**config.mk**
```make
export PLATFORM = sky130hd
export DESIGN_NAME = crc_engine
export DESIGN_NICKNAME = d
export VERILOG_FILES = /design/src/rtl/crc_engine.sv
export SDC_FILE = /design/constraint.sdc
export NUM_CORES = 1
export LEC_CHECK = 0
export BUFFER_PORTS_ARGS = -buffer_cell sky130_fd_sc_hd__buf_2
export CAP_MARGIN = 5
export CORE_MARGIN = 1
export CORE_UTILIZATION = 55
export DETAILED_ROUTE_END_ITERATION = 12
export GPL_TIMING_DRIVEN = 0
export PLACE_DENSITY = 0.74
export SETUP_SLACK_MARGIN = 0.15
export SYNTH_ARGS = -nofsm -noshare
export SYNTH_HDL_FRONTEND = slang
export SYNTH_SLANG_ARGS = --single-unit
```
**constraint.sdc**
```tcl
create_clock -name clk -period 3.8 [get_ports clk]
set_clock_uncertainty 0.1 [all_clocks]
set_input_delay 0.19 -clock clk [delete_from_list [all_inputs] [get_ports clk]]
set_output_delay 0.19 -clock clk [all_outputs]
set_load 0.005 [all_outputs]
```
**src/rtl/crc_engine.sv**
```systemverilog
module crc_engine (
  input  logic        clk,
  input  logic        rst_n,
  input  logic        wr_en,
  input  logic [1:0]  wr_addr,
  input  logic [31:0] wr_data,
  input  logic [1:0]  wr_size,
  output logic        busy,
  output logic [31:0] crc_value,
  output logic        match,
  output logic        verify_ok
);

  localparam logic [1:0] A_DATA = 2'd0;
  localparam logic [1:0] A_SEED = 2'd1;
  localparam logic [1:0] A_MODE = 2'd2;
  localparam logic [1:0] A_CMP  = 2'd3;

  function automatic logic [31:0] wmask(input logic [1:0] m);
    case (m)
      2'd0:    return 32'hFFFF_FFFF;
      2'd1:    return 32'h0000_FFFF;
      default: return 32'h0000_00FF;
    endcase
  endfunction

  function automatic logic [31:0] xout(input logic [1:0] m);
    case (m)
      2'd0:    return 32'hFFFF_FFFF;
      2'd1:    return 32'h0000_0000;
      default: return 32'h0000_00FF;
    endcase
  endfunction

  function automatic logic [2:0] nbytes_of(input logic [1:0] sz);
    case (sz)
      2'd0:    return 3'd1;
      2'd1:    return 3'd2;
      default: return 3'd4;
    endcase
  endfunction

  function automatic logic [31:0] crc_byte(input logic [1:0] m, input logic [31:0] r,
                                          input logic [7:0] b);
    logic [31:0] a;
    logic [31:0] p;
    logic [4:0]  sh;
    if (m == 2'd0) begin
      a = r ^ {24'd0, b};
      for (int i = 0; i < 8; i++)
        a = a[0] ? ((a >> 1) ^ 32'hEDB8_8320) : (a >> 1);
      return a;
    end
    case (m)
      2'd1:    begin sh = 5'd16; p = 32'h1021_0000; end
      2'd2:    begin sh = 5'd24; p = 32'h1D00_0000; end
      default: begin sh = 5'd24; p = 32'h2F00_0000; end
    endcase
    a = r << sh;
    a[31:24] = a[31:24] ^ b;
    for (int i = 0; i < 8; i++)
      a = a[31] ? ((a << 1) ^ p) : (a << 1);
    return a >> sh;
  endfunction

  function automatic logic [31:0] residue(input logic [1:0] m);
    logic [31:0] a;
    logic [31:0] x;
    int          n;
    a = 32'd0;
    x = xout(m);
    n = (m == 2'd0) ? 4 : ((m == 2'd1) ? 2 : 1);
    for (int k = 0; k < 4; k++)
      if (k < n) a = crc_byte(m, a, x[8*k +: 8]);
    return a;
  endfunction

  function automatic logic [31:0] lane_order(input logic [1:0] m, input logic [31:0] d,
                                            input logic [2:0] n);
    logic [31:0] o;
    if (m == 2'd0) return d;
    o = 32'd0;
    for (int k = 0; k < 4; k++)
      if (k < int'(n)) o[8*k +: 8] = d[8*(int'(n) - 1 - k) +: 8];
    return o;
  endfunction

  localparam logic [31:0] RES0 = residue(2'd0);
  localparam logic [31:0] RES1 = residue(2'd1);
  localparam logic [31:0] RES2 = residue(2'd2);
  localparam logic [31:0] RES3 = residue(2'd3);

  logic [1:0]  mode;
  logic [31:0] acc;
  logic [31:0] pend;
  logic [2:0]  cnt;
  logic [31:0] cmp;
  logic [31:0] res_sel;

  wire wr_data_hit = wr_en && (wr_addr == A_DATA);
  wire wr_seed_hit = wr_en && (wr_addr == A_SEED);
  wire wr_mode_hit = wr_en && (wr_addr == A_MODE);
  wire wr_cmp_hit  = wr_en && (wr_addr == A_CMP);

  always_ff @(posedge clk or negedge rst_n) begin
    if (!rst_n) begin
      mode <= 2'd0;
      acc  <= 32'hFFFF_FFFF;
      pend <= 32'd0;
      cnt  <= 3'd0;
      cmp  <= 32'd0;
    end else begin
      if (wr_seed_hit) begin
        acc <= wr_data & wmask(mode);
        cnt <= 3'd0;
      end else if (wr_mode_hit) begin
        mode <= wr_data[1:0];
        acc  <= wmask(wr_data[1:0]);
        cnt  <= 3'd0;
      end else if (cnt != 3'd0) begin
        acc  <= crc_byte(mode, acc, pend[7:0]);
        pend <= pend >> 8;
        cnt  <= cnt - 3'd1;
      end else if (wr_data_hit) begin
        pend <= lane_order(mode, wr_data, nbytes_of(wr_size));
        cnt  <= nbytes_of(wr_size);
      end
      if (wr_cmp_hit) cmp <= wr_data;
    end
  end

  always_comb begin
    case (mode)
      2'd0:    res_sel = RES0;
      2'd1:    res_sel = RES1;
      2'd2:    res_sel = RES2;
      default: res_sel = RES3;
    endcase
  end

  assign busy      = (cnt != 3'd0);
  assign crc_value = (acc ^ xout(mode)) & wmask(mode);
  assign match     = !busy && (crc_value == cmp);
  assign verify_ok = !busy && (acc == res_sel);

endmodule


```
==> results_dict.tcl <==
set metrics [dict create \
    drv_cap 0 \
    clockBufferDepth 2 \
    clock_latency_ps 360 \
    cts_max_level 3 \
    yosys.area.top_type "dfrtp_1" \
    antenna_found_initial 0 \
    area_growth_pct 14.0 \
    portBuffers 68 \
    n_antenna_cell 0 \
    rsz0062_at_grt "false" \
    core_area_mm2 0.0151 \
    critical_path_required_ps 3510 \
    synthArstFlopShare_pct 100 \
    end_kind "output pin" \
    vias 8232 \
    relSlewSlack_pct 34.5 \
    wire_per_inst_um 23.7 \
    synthCells 987 \
    cts_tree "yes" \
    final_layout_size_suffix_gt1_share_pct 20.3 \
    period_share_pct 96.6 \
    synthTopCellsByArea "dfrtp_1 (20%), xnor2_1 (10%), dfstp_2 (9.9%)" \
    ios 74 \
    cts-root-buf "clkbuf_16" \
    wl_um 30000 \
    std_cell_rows 45 \
    period_needed_ps 3670 \
    syn-cell-area_mm2 0.00849 \
    yosys.cell_count.top_type "nand2_1" \
    grtUsageTotal_pct 38.2 \
    ys_ff_latch 101 \
    grt_max_degree 64 \
    grt_pass1_wl_um 45100 \
    hold_viol 0 \
    yosys.area.top_type_share_pct 20.3 \
    finalWeightedCongestion 1.00 \
    worst_slack_ps 130 \
    synthFlopType "dfrtp_1" \
    worst-setup-path-type "flop to output pin" \
    hpwlAfterDp_um 22300 \
    num-fill-cells 1322 \
    overflow 0 \
    antenna_left 0 \
    die_h_um 126 \
    synth_nets 1047 \
    worstPathArrival_ps 3380 \
    clk_pin_slew_ps 70 \
    synth_cell_types 61 \
    ys_seq_area_share_pct 30.2 \
    yosysWarnings 1 \
    path_max_fanout 10 \
    first_pass_iters 6 \
    syn_avg_cell_area_um2 8.60 \
    post-place-ws_ps -55.5 \
    dieArea_mm2 0.0159 \
    nets 1136 \
    first_iter_violations 703 \
    critPathLaunchType "flop" \
    post-route-drc-count 0 \
    cts_buffers 9 \
    via_per_inst 6.49 \
    worst_pin_slew_ps 979 \
    clock_sinks 101 \
    initial_core_util_pct 56.1 \
    grt_pass1_vias 7735 \
    synth_edf_count 0 \
    min_path_type "input pin to flop" \
    die_w_um 126 \
    synth_top_cells_by_count "nand2_1 (104), xnor2_1 (97), nor2_1 (94)" \
    finalSetupViolations 0 \
    status "finished clean" \
    max_freq_mhz 272 \
    slew_viol_final 0 \
]
-- placed cells by master (no fill, tap or decap), types with 6 or more instances in the layout --
cell and instances:
a21o_1 13, a21oi_1 77, a22oi_1 10, buf_2 71, buf_4 11, clkbuf_1 51
clkbuf_16 9, dfrtp_1 69, dfstp_2 32, ha_1 20, inv_1 22, mux2_2 33
mux2i_1 29, nand2_1 104, nand3_1 34, nand4_1 8, nor2_1 92, nor4_1 9
o21ai_0 81, o22ai_1 23, xnor2_1 90, xnor2_2 12, xnor2_4 7, xnor3_1 6
xor2_1 44
-- sequential cells by signal, summed over array words and instances, names as in the netlist --
name  cells
cmp      32
pend     32
acc      32
cnt       3
mode      2
-- worst paths after layout --
kind                                   from       end  slack, ps  cells past startpoint
worst max-delay path                mode[1]     match        130                     12
worst min-delay path            wr_data[29]   cmp[29]         60                      2
worst max register to register      mode[1]   acc[10]        280                     11
worst min register to register     pend[30]  pend[30]        380                      2
max in group asynchronous             rst_n    acc[2]       2600                      3
min in group asynchronous             rst_n   cmp[26]        240                      2
-- cell families (layout without fill, tap and decap cells) --
logic type | count (synthesis) | count (layout) | synth area share [%]
xor gates and xnor gates | 169 | 169 | 21.3
muxes | 67 | 67 | 8.67
adders and majority gates | 21 | 21 | 3.10
and+or+nand+nor | 281 | 281 | 14.4
DFF | 101 | 101 | 30.2
AOI/OAI and AO/OA | 251 | 251 | 17.6
buffers and inverters | 97 | 191 | 4.79
-- through the flow --
stage | utilization (%) | TNS (ps) | cell area (µm²) | hold slack (ps) | cells
global route | 63.9 | 0 | 9680 | 56.5 | 1269
detailed placement | 60.0 | -55.5 | 9090 | 103 | 1244
floorplan | - | 0 | 8490 | -206 | 987
CTS | 62.7 | 0 | 9500 | 44.2 | 1263
global placement | 59.9 | -20.8 | 9060 | 362 | 1243
finish | 63.9 | 0 | 9680 | 62.8 | 1269
-- what timing repair did --
item                                   in CTS  in global routing
hold buffers                                1                  0
resized for setup                          14                 30
setup endpoints to repair                   5                 11
buffers inserted                            2                  6
endpoints found under the hold margin      38                  0
pin swaps                                   1                  5
-- cell type report --
type / instances / area, µm² / share of cell area [%]
Sequential cell: 101 / 2570 / 26.5
Buffer: 70 / 335 / 3.46
Tap cell: 188 / 235 / 2.43
Clock buffer: 11 / 233 / 2.40
Clock inverter: 5 / 83.8 / 0.866
Multi-Input combinational cell: 789 / 5680 / 58.7
Inverter: 27 / 103 / 1.06
Timing Repair Buffer: 78 / 440 / 4.55
-- metal layers --
metal,wire [µm],vias up,GRT usage [%]
met4,1830,0,24.1
li1,-,3603,-
met2,13200,534,59.0
met5,0,-,0
met3,3250,143,7.73
met1,11700,3952,49.3
-- critical path, cell delays in order (launching register included) --
cell	delay (ps)
dfrtp_1	430
inv_2	120
ha_1	170
buf_6	150
buf_6	180
buf_6	190
xnor2_4	150
xnor2_1	180
nand4_1	340
nor3_2	310
nand4_1	300
nor4_2	320
buf_2	180
Power is not shown: default switching activity piles up to over one toggle a cycle in this logic, so the estimate is an artifact.
